### src/rtl/ioport_pkg.sv
package ioport_pkg;

  typedef enum logic {
    MODE_NARROW = 1'b0,
    MODE_WIDE   = 1'b1
  } decode_mode_e;

  typedef struct packed {
    logic io;
    logic rd;
    logic wr;
    logic lo;
    logic hi;
    logic dword;
  } bus_req_t;

endpackage

### src/rtl/ioport_window_match.sv
module ioport_window_match
  import ioport_pkg::*;
#(
  parameter int                  ADDR_W      = 16,
  parameter int                  NARROW_W    = 8,
  parameter int                  WIN_LOG2    = 3,
  parameter logic [NARROW_W-1:0] NARROW_BASE = 8'hF0,
  parameter logic [ADDR_W-1:0]   WIDE_BASE   = 16'hEFF8
) (
  input  logic [ADDR_W-1:0] addr,
  input  decode_mode_e      mode,
  output logic              hit
);

  logic narrow_hit;
  logic wide_hit;

  assign narrow_hit = (addr[NARROW_W-1:WIN_LOG2] == NARROW_BASE[NARROW_W-1:WIN_LOG2]);
  assign wide_hit   = (addr[ADDR_W-1:WIN_LOG2]   == WIDE_BASE[ADDR_W-1:WIN_LOG2]);

  always_comb begin
    unique case (mode)
      MODE_WIDE:   hit = wide_hit;
      default:     hit = narrow_hit;
    endcase
  end

endmodule

### src/rtl/ioport_lane_select.sv
module ioport_lane_select
  import ioport_pkg::*;
#(
  parameter int WIN_LOG2 = 3,
  localparam int NPORT   = 1 << WIN_LOG2,
  localparam int NPAIR   = NPORT / 2
) (
  input  logic [WIN_LOG2-1:0] offset,
  input  bus_req_t            req,
  input  logic                hit,
  output logic [NPORT-1:0]    port_mask,
  output logic [1:0]          wr_lane,
  output logic [NPAIR-1:0]    rd_pair,
  output logic                align_err
);

  logic active;
  logic misalign;
  logic go;
  logic [NPAIR-1:0] even_vec;
  logic [NPAIR-1:0] odd_vec;

  assign active    = hit & req.io & (req.rd | req.wr);
  assign misalign  = req.dword & (offset[1:0] != 2'b00);
  assign go        = active & ~misalign;
  assign align_err = active & misalign;

  for (genvar p = 0; p < NPAIR; p++) begin : g_pair
    localparam logic [WIN_LOG2-2:0] PIDX = (WIN_LOG2-1)'(p);
    localparam logic [WIN_LOG2-3:0] GIDX = (WIN_LOG2-2)'(p / 2);
    logic in_word;
    logic in_group;
    logic even_t;
    logic odd_t;

    assign in_word  = (offset[WIN_LOG2-1:1] == PIDX);
    assign in_group = (offset[WIN_LOG2-1:2] == GIDX);
    assign even_t   = req.dword ? in_group : (in_word & req.lo);
    assign odd_t    = req.dword ? in_group : (in_word & req.hi);

    assign even_vec[p]        = go & even_t;
    assign odd_vec[p]         = go & odd_t;
    assign port_mask[2*p]     = even_vec[p];
    assign port_mask[2*p + 1] = odd_vec[p];
    assign rd_pair[p]         = req.rd & (even_vec[p] | odd_vec[p]);
  end

  assign wr_lane[0] = req.wr & (|even_vec);
  assign wr_lane[1] = req.wr & (|odd_vec);

endmodule

### src/rtl/ioport_strobe_reg.sv
module ioport_strobe_reg #(
  parameter int NPORT = 8,
  parameter int NPAIR = 4
) (
  input  logic             clk,
  input  logic             rst_n,
  input  logic [NPORT-1:0] port_mask,
  input  logic [1:0]       wr_lane,
  input  logic [NPAIR-1:0] rd_pair,
  input  logic             err_in,
  output logic [NPORT-1:0] port_sel_n,
  output logic [1:0]       wr_lane_n,
  output logic [NPAIR-1:0] rd_pair_n,
  output logic             align_err
);

  always_ff @(posedge clk or negedge rst_n) begin
    if (!rst_n) begin
      port_sel_n <= '1;
      wr_lane_n  <= '1;
      rd_pair_n  <= '1;
      align_err  <= 1'b0;
    end else begin
      port_sel_n <= ~port_mask;
      wr_lane_n  <= ~wr_lane;
      rd_pair_n  <= ~rd_pair;
      align_err  <= err_in;
    end
  end

endmodule

### src/rtl/ioport_strobe_dec.sv
module ioport_strobe_dec
  import ioport_pkg::*;
#(
  parameter int                  ADDR_W      = 16,
  parameter int                  NARROW_W    = 8,
  parameter int                  WIN_LOG2    = 3,
  parameter logic [NARROW_W-1:0] NARROW_BASE = 8'hF0,
  parameter logic [ADDR_W-1:0]   WIDE_BASE   = 16'hEFF8,
  localparam int NPORT = 1 << WIN_LOG2,
  localparam int NPAIR = NPORT / 2
) (
  input  logic              clk,
  input  logic              rst_n,
  input  logic              wide_mode,
  input  logic [ADDR_W-1:0] addr,
  input  logic              io_cycle,
  input  logic              rd_cmd,
  input  logic              wr_cmd,
  input  logic              lane_lo_en,
  input  logic              lane_hi_en,
  input  logic              xfer_dword,
  output logic [NPORT-1:0]  port_sel_n,
  output logic [1:0]        wr_lane_n,
  output logic [NPAIR-1:0]  rd_pair_n,
  output logic              align_err
);

  bus_req_t         req;
  decode_mode_e     mode;
  logic             hit;
  logic [NPORT-1:0] port_mask;
  logic [1:0]       wr_lane;
  logic [NPAIR-1:0] rd_pair;
  logic             err_c;

  assign mode = decode_mode_e'(wide_mode);
  assign req  = '{io: io_cycle, rd: rd_cmd, wr: wr_cmd,
                  lo: lane_lo_en, hi: lane_hi_en, dword: xfer_dword};

  ioport_window_match #(
    .ADDR_W(ADDR_W), .NARROW_W(NARROW_W), .WIN_LOG2(WIN_LOG2),
    .NARROW_BASE(NARROW_BASE), .WIDE_BASE(WIDE_BASE)
  ) u_match (
    .addr(addr), .mode(mode), .hit(hit)
  );

  ioport_lane_select #(.WIN_LOG2(WIN_LOG2)) u_lanes (
    .offset(addr[WIN_LOG2-1:0]), .req(req), .hit(hit),
    .port_mask(port_mask), .wr_lane(wr_lane), .rd_pair(rd_pair),
    .align_err(err_c)
  );

  ioport_strobe_reg #(.NPORT(NPORT), .NPAIR(NPAIR)) u_reg (
    .clk(clk), .rst_n(rst_n),
    .port_mask(port_mask), .wr_lane(wr_lane), .rd_pair(rd_pair), .err_in(err_c),
    .port_sel_n(port_sel_n), .wr_lane_n(wr_lane_n), .rd_pair_n(rd_pair_n),
    .align_err(align_err)
  );

endmodule

### config.mk
export PLATFORM = sky130hd
export DESIGN_NAME = ioport_strobe_dec
export DESIGN_NICKNAME = d
export VERILOG_FILES = /design/src/rtl/ioport_pkg.sv /design/src/rtl/ioport_window_match.sv /design/src/rtl/ioport_lane_select.sv /design/src/rtl/ioport_strobe_reg.sv /design/src/rtl/ioport_strobe_dec.sv
export SDC_FILE = /design/constraint.sdc
export NUM_CORES = 1
export LEC_CHECK = 0
export BUFFER_PORTS_ARGS = -buffer_cell sky130_fd_sc_hd__buf_4
export CAP_MARGIN = 20
export CORE_UTILIZATION = 40
export DETAILED_ROUTE_END_ITERATION = 8
export PLACE_DENSITY = 0.73
export SYNTH_ARGS = -nofsm -noshare
export SYNTH_HDL_FRONTEND = slang
export SYNTH_SLANG_ARGS = --single-unit
### constraint.sdc
create_clock -name clk -period 1.13 [get_ports clk]
set_input_delay 0.1695 -clock clk [delete_from_list [all_inputs] [get_ports clk]]
set_output_delay 0.1695 -clock clk [all_outputs]
set_load 0.05 [all_outputs]
# Word level (Yosys, flattened, before mapping)
# Index checks and enable logic that the tools add are counted.
# W data, S select, Z words.
# word_totals
output_inout_bits	15
register_bits	15
inputBits	25
# classes
eq_ne	5
reduce_logical	4
n_bitwise	37
muxes	9
# op_table
op	n
$and A1 B1 Y1	27
$eq A13 B13 Y1 const B	1
$mux W1	9
$not A8 Y8	1
$reduce_or A4 Y1	2
$eq A5 B5 Y1 const B	1
$or A1 B1 Y1	5
$eq A2 B2 Y1 const B	2
$not A4 Y4	1
$eq A2 B1 Y1 const B	1
$logic_not A2 Y1	1
$not A1 Y1	2
$not A2 Y2	1
$reduce_bool A2 Y1	1

# Depth between registers and ports, before layout
# Gate-level depths: netlist (run 1).
# depth
word_depth	9
mapped_depth	4
ltp_nobuf	3

# By module
# From an unflattened synthesis (run 1), not the netlist that was laid out.
# hier_totals
hier_cells	68
hier_area_um2	711.9
# by_module_without_submodules
module	n_inst	area_per_inst_um2	cells_each	seq_area_each_um2
ioport_strobe_reg	1	445.4	29	392.9
ioport_lane_select	1	224.0	32	0.0
ioport_window_match	1	42.5	7	0.0

# Worst setup path after synthesis (run 1)
# OpenSTA, ideal clock, no wires.
# synth_timing
path_type	input to register
startpoint	in addr[15]
endpoint	reg u_reg.rd_pair_n[3]
stages	4
setup_time_ns	0.103
t_required_ns	1.027
slack_ns	0.077
t_arrival_ns	0.950
cell_sequence	nand4_2 o41ai_4 buf_6 o2111ai_2
# synth_between
elab_chain_len	9
word_cells_on_any_way	10
cone_classes	eq/ne: 1; mux: 1; bitwise: 8
# synth_rtl
item	line_no	source
start: declaration	ioport_strobe_dec.sv:15	input logic [ADDR_W-1:0] addr,
$eq A13 B13 Y1 *	ioport_window_match.sv:19	assign wide_hit = (addr[ADDR_W-1:WIN_LOG2] == WIDE_BASE[ADDR_W-1:WIN_LOG2]);
$mux W1 *	ioport_window_match.sv:22	unique case (mode)
$and A1 B1 Y1 * (2 in a row)	ioport_lane_select.sv:23	assign active = hit & req.io & (req.rd | req.wr);
$and A1 B1 Y1 *	ioport_lane_select.sv:25	assign go = active & ~misalign;
$and A1 B1 Y1 (on tied branches)	ioport_lane_select.sv:41, ioport_lane_select.sv:42	
$or A1 B1 Y1 *	ioport_lane_select.sv:45	assign rd_pair[p] = req.rd & (even_vec[p] | odd_vec[p]);
$and A1 B1 Y1 *	ioport_lane_select.sv:45	
$not A4 Y4 *	ioport_strobe_reg.sv:26	rd_pair_n <= ~rd_pair;
end signal: assignment	ioport_strobe_reg.sv:26	
end: declaration	ioport_strobe_reg.sv:13	output logic [NPAIR-1:0] rd_pair_n,
# Mark *: on every way between the ends. The rest lies on a longest branch, timed or not.

# Final worst setup path (run 1)
# layout_timing
startpoint	reg u_reg.rd_pair_n[2]
endpoint	out rd_pair_n[2]
# layout_lines
item	line_no	source
end: declaration	ioport_strobe_dec.sv:24	output logic [NPAIR-1:0] rd_pair_n,
# No word-level cell between the ends.

==> results of run 1 <==
repair_timing:
item,CTS,global route
pin swaps,0,0
gates cloned,0,0
hold endpoints to repair,15,0
resized for setup,21,5
endpoints found under the setup margin,14,14
hold buffers,1,0
final timing paths:
| kind | slack [ns] | endpoint | startpoint |
|---|---|---|---|
| min in group asynchronous | 0.29 | u_reg.align_err | rst_n |
| max in group asynchronous | 0.60 | u_reg.port_sel_n[3] | rst_n |
| min | 0.11 | u_reg.port_sel_n[6] | addr[2] |
| max | -0.02 | rd_pair_n[2] | u_reg.rd_pair_n[2] |
flip-flops by register name, summed over array words and instances, names as in the netlist:
name,cells
u_reg.rd_pair_n,4
u_reg.align_err,1
u_reg.wr_lane_n,2
u_reg.port_sel_n,8
per-layer routing:
| layer | GRT usage, % | wire length [um] | part of all wire (%) | vias up |
|---|---|---|---|---|
| met5 | 0 | 0 | 0 | - |
| met4 | 12.1 | 61 | 3.7 | 0 |
| met3 | 3.27 | 103 | 6.2 | 7 |
| met2 | 27.9 | 802 | 48 | 38 |
| met1 | 23.7 | 697 | 42 | 298 |
| li1 | - | - | - | 305 |
kinds of logic (layout without fill, tap and decap cells):
| group | after synthesis | after routing |
|---|---|---|
| buf+inv | 3 | 47 |
| flops | 15 | 15 |
| compound gates | 10 | 10 |
| simple gates | 28 | 28 |
stage by stage:
| step | worst slack [ns] | power (mW) | cells |
|---|---|---|---|
| final | -0.0248 | 1.00 | 124 |
| after floorplan | 0.0773 | 0.608 | 56 |
| after global routing | -0.0443 | 1.05 | 124 |
| after detailed placement | -0.0452 | 0.707 | 119 |
| after CTS | -0.0169 | 1.00 | 124 |
| after global placement | -0.0155 | 0.704 | 119 |
layout by cell type, fill, tap and decap left out, drive strengths merged:
cell	n
and2	1
nor2	2
buf	41
nand2b	3
nor3	1
o211ai	1
dlygate4sd3	1
clkbuf	4
o2111a	1
nand4b	2
o2111ai	4
dfstp	14
a21o	2
nor2b	5
dfrtp	1
nor3b	2
o311a	1
nand2	1
nand3	2
o41ai	1
inv	1
nand4	9
power by group through the flow:
stage | logic (mW) | registers [mW] | clock network [mW]
2_1_floorplan | 0.0568 | 0.551 | 0
3_3_place_gp | 0.155 | 0.549 | 0
3_5_place_dp | 0.158 | 0.549 | 0
4_1_cts | 0.162 | 0.541 | 0.302
5_1_grt | 0.178 | 0.541 | 0.327
6_report | 0.164 | 0.541 | 0.297
cell type report:
cell class                 instances  area (um^2)
inverter                           1         3.75
fill                             105          425
multi-input combinational         38          300
clock buffer                       4         26.3
timing repair buffer              42          415
sequential                        15          393
tap                               24         30.0
==> results.md, run 1 <==
- Cell area after synthesis: 716 um^2
- Slew margin rel.: 71.2%
- Leakage dissipation: 0.504 nW
- CTS Sinks: 15
- F_max: 0.866 GHz
- Most frequent cell after synthesis: dfstp_2
- Required time of the critical path: 0.96 ns
- Hold slack: 0.113 ns
- CP cell instances: buf_8
- CTS tree: done
- Depth of the CTS H-tree: 1
- Core area: 1590 um^2
- Port Buf Inserts: 39
- Final net count: 126
- Largest family of logic cells by synthesized area: simple AND/OR/NAND/NOR gates
- Routed len/inst: 13.4 um
- Number of core rows: 14
- Die area: 1960 um^2
- Via count: 648
- Crit path arrival time: 0.99 ns
- Clock-pin slew on the worst setup and hold paths: 0.09 ns
- Final instance area: 1170 um^2
- Hold path cells: 2
- Top cells by count, synth: dfstp_2 (14), nand4_1 (8), nor2b_1 (5)
- Post-CTS Setup Bufs: 0
- Slew @ Worst Pin: 0.430 ns
- Synth Area in XOR/XNOR: 0%
- Unique masters post-synth: 24
- Maxcap violations: 0
- Chip height: 44.3 um
- Fraction of registers with async set/reset: 100%
- DRC violations left: 0
- Family with the most delay on the worst path: flip-flops
- Maximum vdd drop: 0.457 mV
- Post-Synth Adder-Cell Area: 0%
- Share of total power in the clock network: 29.7%
- Internal: 762 uW
- Reg power frac: 53.9%
- Crit path launch type: flip-flop
- Post-synth EDFFs: 0
- Slowest stage delay, CP: 0.56 ns
- Final antenna-violating net count: 0
- Largest net degree at the start of global routing: 16
- CP Class: flip-flop to primary output
- Seq/Total Area, Yosys: 54.9%
- Comb power frac: 16.4%
- Cell taking the most area after synthesis: dfstp_2
- Max Root-Sink Buffers: 2
- Area added between synthesis and finish: 63.3%
- Global-route usage over all layers: 18.3%
- RSZ-0062 raised after global routing: yes
- Crit-path slowest cell: dfstp_2
- Psw: 240 uW
- Mux cell area share after synthesis: 0%
- Power Dens Cells: 858 nW/um^2
- CTS root buf: clkbuf_4
- Syn nets: 81
- Ant diodes: 0
- Cell area after placement: 1030 um^2
- Pre-antenna DRT Iters: 4
- TritonCTS buffer count: 3
- Synth top area share: 51.4%
- CP Buf/Inv Count: 1
- Failing checks: negative setup slack
- TNS Setup: -0.0693 ns
- Via density: 5.23
- Routability congestion estimate: 0.830
- Syn_area_per_cell: 12.8 um^2
- # setup viols final: 6
- Share of layout cells above drive strength 1: 63.0%
- Synthesized instance count: 56
- Number of global-route vias before repair: 611
- Critical path depth: 1
- Post-Route WL: 1.66 mm
- Grt ovf: 0
- HPWL after DPL: 1.14 mm
- Starting Density: 44.9%
- Top FF cell, synth: dfstp_2
- Minimum clock period after layout: 1.15 ns
- Final setup margin: -0.0248 ns
- Fin. Hold Viols: 0
- CP Capture Type: primary output
- Synth Area in Compound Gates: 15.7%
- Yosys reg bits: 15
- Status: finished, violations left
- Sw Share: 23.9%
- Max-slew violations: 0
- Starting DRT DRC Count: 11
- Crit-path max FO: 1
- Die width: 44.3 um
- Worst hold path type: primary input to flip-flop
- Initial antenna violation count: 0
- Post-synthesis simple-gate area fraction: 26.2%
- Final worst-path cycle share: 102%
- Top cells by area, synth: dfstp_2 (51%), nand4_1 (7.0%), nor2b_1 (4.4%), o41ai_4 (3.8%), o2111ai_1 (3.7%)
- Synth warn: 0
- First-pass GRT wire length: 2.57 mm
- I/O pin total: 40
- Final Util: 73.3%
Note: power is estimated with default switching activity, not from simulation.
==> run 2: changes to the inputs <==
Settings changed: CORE_MARGIN set to 2.
==> results.md, run 2 (synthesized netlist as in run 1, its figures left out) <==
- Filler Cell Count: 126 (+20%)
- First-pass GRT wire length: 2.61 mm (+1.6%)
- Slew margin rel.: 72.1% (+0.88 points)
- Slew @ Worst Pin: 0.417 ns (-0.0132 ns)
- Tot Pwr: 1.00 mW (+0.16%)
- Maxcap violations: 0 (unchanged)
- Fin. Hold Viols: 0 (unchanged)
- HPWL after DPL: 1.17 mm (+2.2%)
- Slowest stage delay, CP: 0.55 ns (about the same)
- Final Util: 68.7% (-4.6 points)
- Die width: 46.3 um (+4.5%)
- Worst hold path type: primary input to flip-flop
- Area added between synthesis and finish: 64.0%
- Largest net degree at the start of global routing: 16 (unchanged)
- Crit-path max FO: 1 (unchanged)
- Starting Density: 41.9% (-3.0 points)
- Max-slew violations: 0 (unchanged)
- Hold slack: 0.0901 ns (-0.0230 ns)
- Final antenna-violating net count: 0 (unchanged)
- Share of layout cells above drive strength 1: 63.0% (unchanged)
- Max Root-Sink Buffers: 2 (unchanged)
- Max reg flops: 8 (unchanged)
- Core area: 1710 um^2 (+7.1%)
- Pre-antenna DRT Iters: 5 (+1)
- Global-route usage over all layers: 17.8% (-0.43 points)
- CP Capture Type: primary output
- Via count: 625 (-3.5%)
- CP Buf/Inv Count: 1 (unchanged)
- Commonest non-fill, non-tap cell in the layout: buf_4
- Crit path arrival time: 0.97 ns (-0.02 ns)
- Initial antenna violation count: 0 (unchanged)
- Grt ovf: 0 (unchanged)
- TNS Setup: -0.0342 ns (+0.0351 ns)
- Post-CTS Setup Bufs: 0 (unchanged)
- Clock-pin slew on the worst setup and hold paths: 0.09 ns (about the same)
- I/O pin total: 40 (unchanged)
- Maximum vdd drop: 0.521 mV (+14%)
- Routability congestion estimate: 0.759 (-8.5%)
- Post-Route WL: 1.57 mm (-5.5%)
- Chip height: 46.3 um (+4.5%)
- Required time of the critical path: 0.96 ns (about the same)
- CTS tree: done
- Final net count: 126 (unchanged)
- # setup viols final: 7 (+1)
- Starting DRT DRC Count: 8 (-3)
- CP Class: flip-flop to primary output
- Final worst-path cycle share: 101% (-1.3 points)
- Crit path launch type: flip-flop
- Via density: 5.00 (-4.3%)
- Top Registers: u_reg.port_sel_n: 8 flops, u_reg.rd_pair_n: 4 flops, u_reg.wr_lane_n: 2 flops
- RSZ-0062 raised after global routing: yes
- Final setup margin: -0.00970 ns (+0.0150 ns)
- Number of global-route vias before repair: 586 (-4.1%)
- Family with the most delay on the worst path: flip-flops
- F_max: 0.877 GHz (+1.3%)
- Most flop-heavy register: u_reg.port_sel_n
- Failing checks: negative setup slack
- Routed len/inst: 12.6 um (-6.3%)
- Pre-CTS setup slack: -0.0249 ns (+0.0202 ns)
- Power Dens Cells: 855 nW/um^2 (-0.26%)
- Status: finished, violations left
- CP cell instances: buf_8
- Ant diodes: 0 (unchanged)
- Crit-path slowest cell: dfstp_2
- Minimum clock period after layout: 1.14 ns (-0.0150 ns)
- Die area: 2140 um^2 (+9.2%)
- Depth of the CTS H-tree: 1 (unchanged)
- Number of core rows: 15 (+1)
- TritonCTS buffer count: 3 (unchanged)
- Most frequent cells in the layout: buf_4 (27), dfstp_2 (14), buf_8 (13)
- Leakage dissipation: 0.506 nW (+0.34%)
- DRC violations left: 0 (unchanged)
- CTS Sinks: 15 (unchanged)
- CTS root buf: clkbuf_4
- Port Buf Inserts: 39 (unchanged)
[run 2: changes by cell type in the layout (fill, tap and decap cells not counted)]
| cell | delta |
|---|---|
| buf_6 | -1 |
| buf_8 | +1 |
[run 2: area by class of cell]
class                      count  area (um^2)  share of cell area [%]
sequential                    15          393                    33.5
multi-input combinational     38          300                    25.6
inverter                       1         3.75                   0.320
timing repair buffer          42          419                    35.7
clock buffer                   4         26.3                    2.24
tap                           25         31.3                    2.67
[run 2: stage by stage]
| step | cells | cell area (um^2) |
|---|---|---|
| finish | 125 | 1170 |
| global route | 125 | 1170 |
| CTS | 125 | 1160 |
| detailed placement | 120 | 1040 |
| global placement | 120 | 1040 |
| floorplan | 56 | 716 |
[run 2: final timing paths]
kind | from | depth (start not counted) | end | slack (ns)
setup / recovery | u_reg.port_sel_n[7] | 1 | port_sel_n[7] | -0.01
hold / removal | addr[2] | 2 | u_reg.port_sel_n[7] | 0.09
max in group asynchronous | rst_n | 2 | u_reg.rd_pair_n[0] | 0.63
min in group asynchronous | rst_n | 2 | u_reg.align_err | 0.26
[run 2: metal layers]
layer	up-vias	share of wire, %	GRT usage (%)	routed length [um]
met1	293	42	23.0	668
met5	-	0	0	0
li1	306	-	-	-
met2	22	51	26.4	807
met3	4	4.1	4.31	65
met4	0	1.9	11.4	30
[run 2: power breakdown]
part           leakage, nW  total [mW]  internal [mW]  switching (mW)
sequential           0.161       0.541          0.540        0.000384
clock               0.0150       0.302          0.137           0.165
combinational        0.330       0.161         0.0850          0.0762
total                0.506        1.00          0.762           0.242
[run 2: repair_timing]
action,4_1_cts,5_1_grt
gates cloned,0,0
hold endpoints to repair,15,0
gates resized for setup,24,3
hold buffers,1,0
setup endpoints to repair,14,14
==> run 3: changes to the inputs <==
Settings changed: ABC_AREA set to 1, CAP_MARGIN 20 to 25, PLACE_DENSITY 0.73 to 0.75.
==> results.md, run 3 <==
- Status: finished, violations left
- Failing checks: negative setup slack
- Area added between synthesis and finish: 68.5%
- Routability congestion estimate: 0.804 (+5.9%)
- Top cells by count, synth: nand2_1 (17), dfstp_2 (14), nor2_1 (12)
- Via density: 4.98 (-0.30%)
- Max-slew violations: 0 (unchanged)
- Post-Route WL: 1.51 mm (-4.1%)
- Commonest non-fill, non-tap cell in the layout: buf_4
- Slowest stage delay, CP: 0.55 ns (about the same)
- Initial antenna violation count: 0 (unchanged)
- Die width: 44.8 um (-3.3%)
- # setup viols final: 13 (+6)
- Port Buf Inserts: 39 (unchanged)
- Starting DRT DRC Count: 18 (+10)
- Top Registers: u_reg.port_sel_n: 8 flops, u_reg.rd_pair_n: 4 flops, u_reg.wr_lane_n: 2 flops
- Worst hold path type: primary input to flip-flop
- Top FF cell, synth: dfstp_2
- Reg power frac: 54.3% (+0.4 points)
- Depth of the CTS H-tree: 1 (unchanged)
- CTS Sinks: 15 (unchanged)
- Family with the most delay on the worst path: flip-flops
- Syn nets: 98 (+21%)
- I/O pin total: 40 (unchanged)
- Synth Area in Compound Gates: 4.33% (-11 points)
- Most frequent cell after synthesis: nand2_1
- Share of layout cells above drive strength 1: 53.0% (-10 points)
- Crit-path max FO: 1 (unchanged)
- CTS tree: done
- Final worst-path cycle share: 102% (+0.83 points)
- CP Class: flip-flop to primary output
- Pre-CTS setup slack: -0.00262 ns (+0.0223 ns)
- Core area: 1520 um^2 (-11%)
- Slew @ Worst Pin: 0.381 ns (-0.0358 ns)
- Share of total power in the clock network: 30.8% (+0.7 points)
- Synthesized instance count: 73 (+30%)
- Final instance area: 1120 um^2 (-4.6%)
- Most frequent cells in the layout: buf_4 (25), nand2_1 (17), buf_8 (14), dfstp_2 (14), nor2_1 (12)
- Largest family of logic cells by synthesized area: simple AND/OR/NAND/NOR gates
- Leakage dissipation: 0.549 nW (+8.6%)
- Final setup margin: -0.0191 ns (-0.00935 ns)
- Synth Area in XOR/XNOR: 0% (unchanged)
- Starting Density: 43.6% (+1.7 points)
- Top cells by area, synth: dfstp_2 (55%), nand2_1 (9.6%), nand4_1 (7.5%), nor2_1 (6.8%), inv_1 (4.5%)
- Grt ovf: 0 (unchanged)
- Mux cell area share after synthesis: 0% (unchanged)
- CP cell instances: buf_8
- TritonCTS buffer count: 3 (unchanged)
- Post-synth EDFFs: 0 (unchanged)
- Via count: 663 (+6.1%)
- F_max: 0.870 GHz (-0.81%)
- Post-Synth Adder-Cell Area: 0% (unchanged)
- Syn_area_per_cell: 9.10 um^2 (-29%)
- Maxcap violations: 0 (unchanged)
- Crit path arrival time: 0.98 ns (about the same)
- Yosys reg bits: 15 (unchanged)
- HPWL after DPL: 1.19 mm (+2.1%)
- Dpl cells: 128 (+6.7%)
- Sw Share: 24.9% (+0.86 points)
- Power Dens Cells: 891 nW/um^2 (+4.1%)
- Cell area after synthesis: 664 um^2 (-7.2%)
- Fin. Hold Viols: 0 (unchanged)
- Unique masters post-synth: 12 (-50%)
- Most flop-heavy register: u_reg.port_sel_n
- Slew margin rel.: 74.6% (+2.4 points)
- Number of global-route vias before repair: 649 (+11%)
- Crit path launch type: flip-flop
- First-pass GRT wire length: 2.63 mm (+0.77%)
- Internal: 749 uW (-1.8%)
- Cell area after placement: 977 um^2 (-5.7%)
- Number of core rows: 14 (-1)
- Chip height: 44.8 um (-3.3%)
- Die area: 2000 um^2 (-6.6%)
- Maximum vdd drop: 0.503 mV (-3.4%)
- Final net count: 143 (+13%)
- DRC violations left: 0 (unchanged)
- CP Buf/Inv Count: 1 (unchanged)
- Psw: 249 uW (+2.9%)
- Crit-path slowest cell: dfstp_2
- Seq/Total Area, Yosys: 59.1% (+4.2 points)
- Largest net degree at the start of global routing: 16 (unchanged)
- Clock-pin slew on the worst setup and hold paths: 0.09 ns (about the same)
- Hold slack: 0.0429 ns (-0.0472 ns)
- CTS root buf: clkbuf_4
- Max Root-Sink Buffers: 2 (unchanged)
- Global-route usage over all layers: 18.2% (+0.35 points)
- Ant diodes: 0 (unchanged)
- Pre-antenna DRT Iters: 4 (-1)
- Routed len/inst: 11.3 um (-9.8%)
- Synth top area share: 55.4% (+4.0 points)
- Max reg flops: 8 (unchanged)
- Required time of the critical path: 0.96 ns (about the same)
- Synth warn: 0 (unchanged)
- RSZ-0062 raised after global routing: yes
- Fraction of registers with async set/reset: 100% (unchanged)
- Minimum clock period after layout: 1.15 ns (+0.00935 ns)
- Cell taking the most area after synthesis: dfstp_2
- Post-CTS Setup Bufs: 0 (unchanged)
- Post-synthesis simple-gate area fraction: 32.0% (+5.8 points)
- CP Capture Type: primary output
- Fin cells: 133 (+6.4%)
- Comb power frac: 14.8% (-1.3 points)
- Final antenna-violating net count: 0 (unchanged)
-- run 3: area by class of cell --
type,instances,area (um^2)
Timing Repair Buffer,40,408
Tap cell,16,20.0
Multi-Input combinational cell,50,241
Clock buffer,3,22.5
Fill cell,105,404
Sequential cell,15,393
Inverter,8,30.0
Clock inverter,1,5.00
-- run 3: power by group through the flow --
| stage | Combinational [mW] | Sequential (mW) | Clock, mW |
|---|---|---|---|
| 2_1_floorplan | 0.0460 | 0.554 | 0 |
| 6_report | 0.148 | 0.542 | 0.308 |
| 3_5_place_dp | 0.145 | 0.550 | 0 |
| 5_1_grt | 0.167 | 0.542 | 0.335 |
| 4_1_cts | 0.149 | 0.542 | 0.312 |
| 3_3_place_gp | 0.140 | 0.550 | 0 |
-- run 3: path summary, 6_finish.rpt --
kind	startpoint	endpoint	slack, ns	depth (start not counted)
max in group asynchronous	rst_n	u_reg.rd_pair_n[0]	0.63	2
min in group asynchronous	rst_n	u_reg.align_err	0.27	2
worst min-delay path	wr_cmd	u_reg.wr_lane_n[0]	0.04	2
worst max-delay path	u_reg.port_sel_n[5]	port_sel_n[5]	-0.02	1
-- run 3: timing repair --
action	4_1_cts	5_1_grt
endpoints found under the setup margin	14	14
hold buffers	1	0
gates resized for setup	27	1
endpoints found under the hold margin	15	0
-- run 3: cell families (layout without fill, tap and decap cells) --
| logic type | count (synthesis) | count (layout) |
|---|---|---|
| compound gates | 5 | 5 |
| buf+inv | 8 | 52 |
| flops | 15 | 15 |
| simple gates | 45 | 45 |
-- run 3: stage by stage --
| step | utilization [%] | TNS (ns) | total power, mW |
|---|---|---|---|
| after floorplan | - | 0 | 0.600 |
| after global placement | 64.1 | 0 | 0.690 |
| after detailed placement | 64.1 | -0.00262 | 0.694 |
| after CTS | 73.2 | -0.193 | 1.00 |
| after global routing | 73.5 | -0.451 | 1.04 |
| final | 73.5 | -0.144 | 0.997 |
-- run 3: per-layer routing --
metal / share of wire, % / routed length, um / track usage, % / vias to the layer above
li1: - / - / - / 326
met4: 2.9 / 43 / 10.9 / 0
met1: 39 / 585 / 21.4 / 299
met2: 51 / 762 / 31.9 / 33
met5: 0 / 0 / 0 / -
met3: 7.8 / 117 / 1.60 / 5
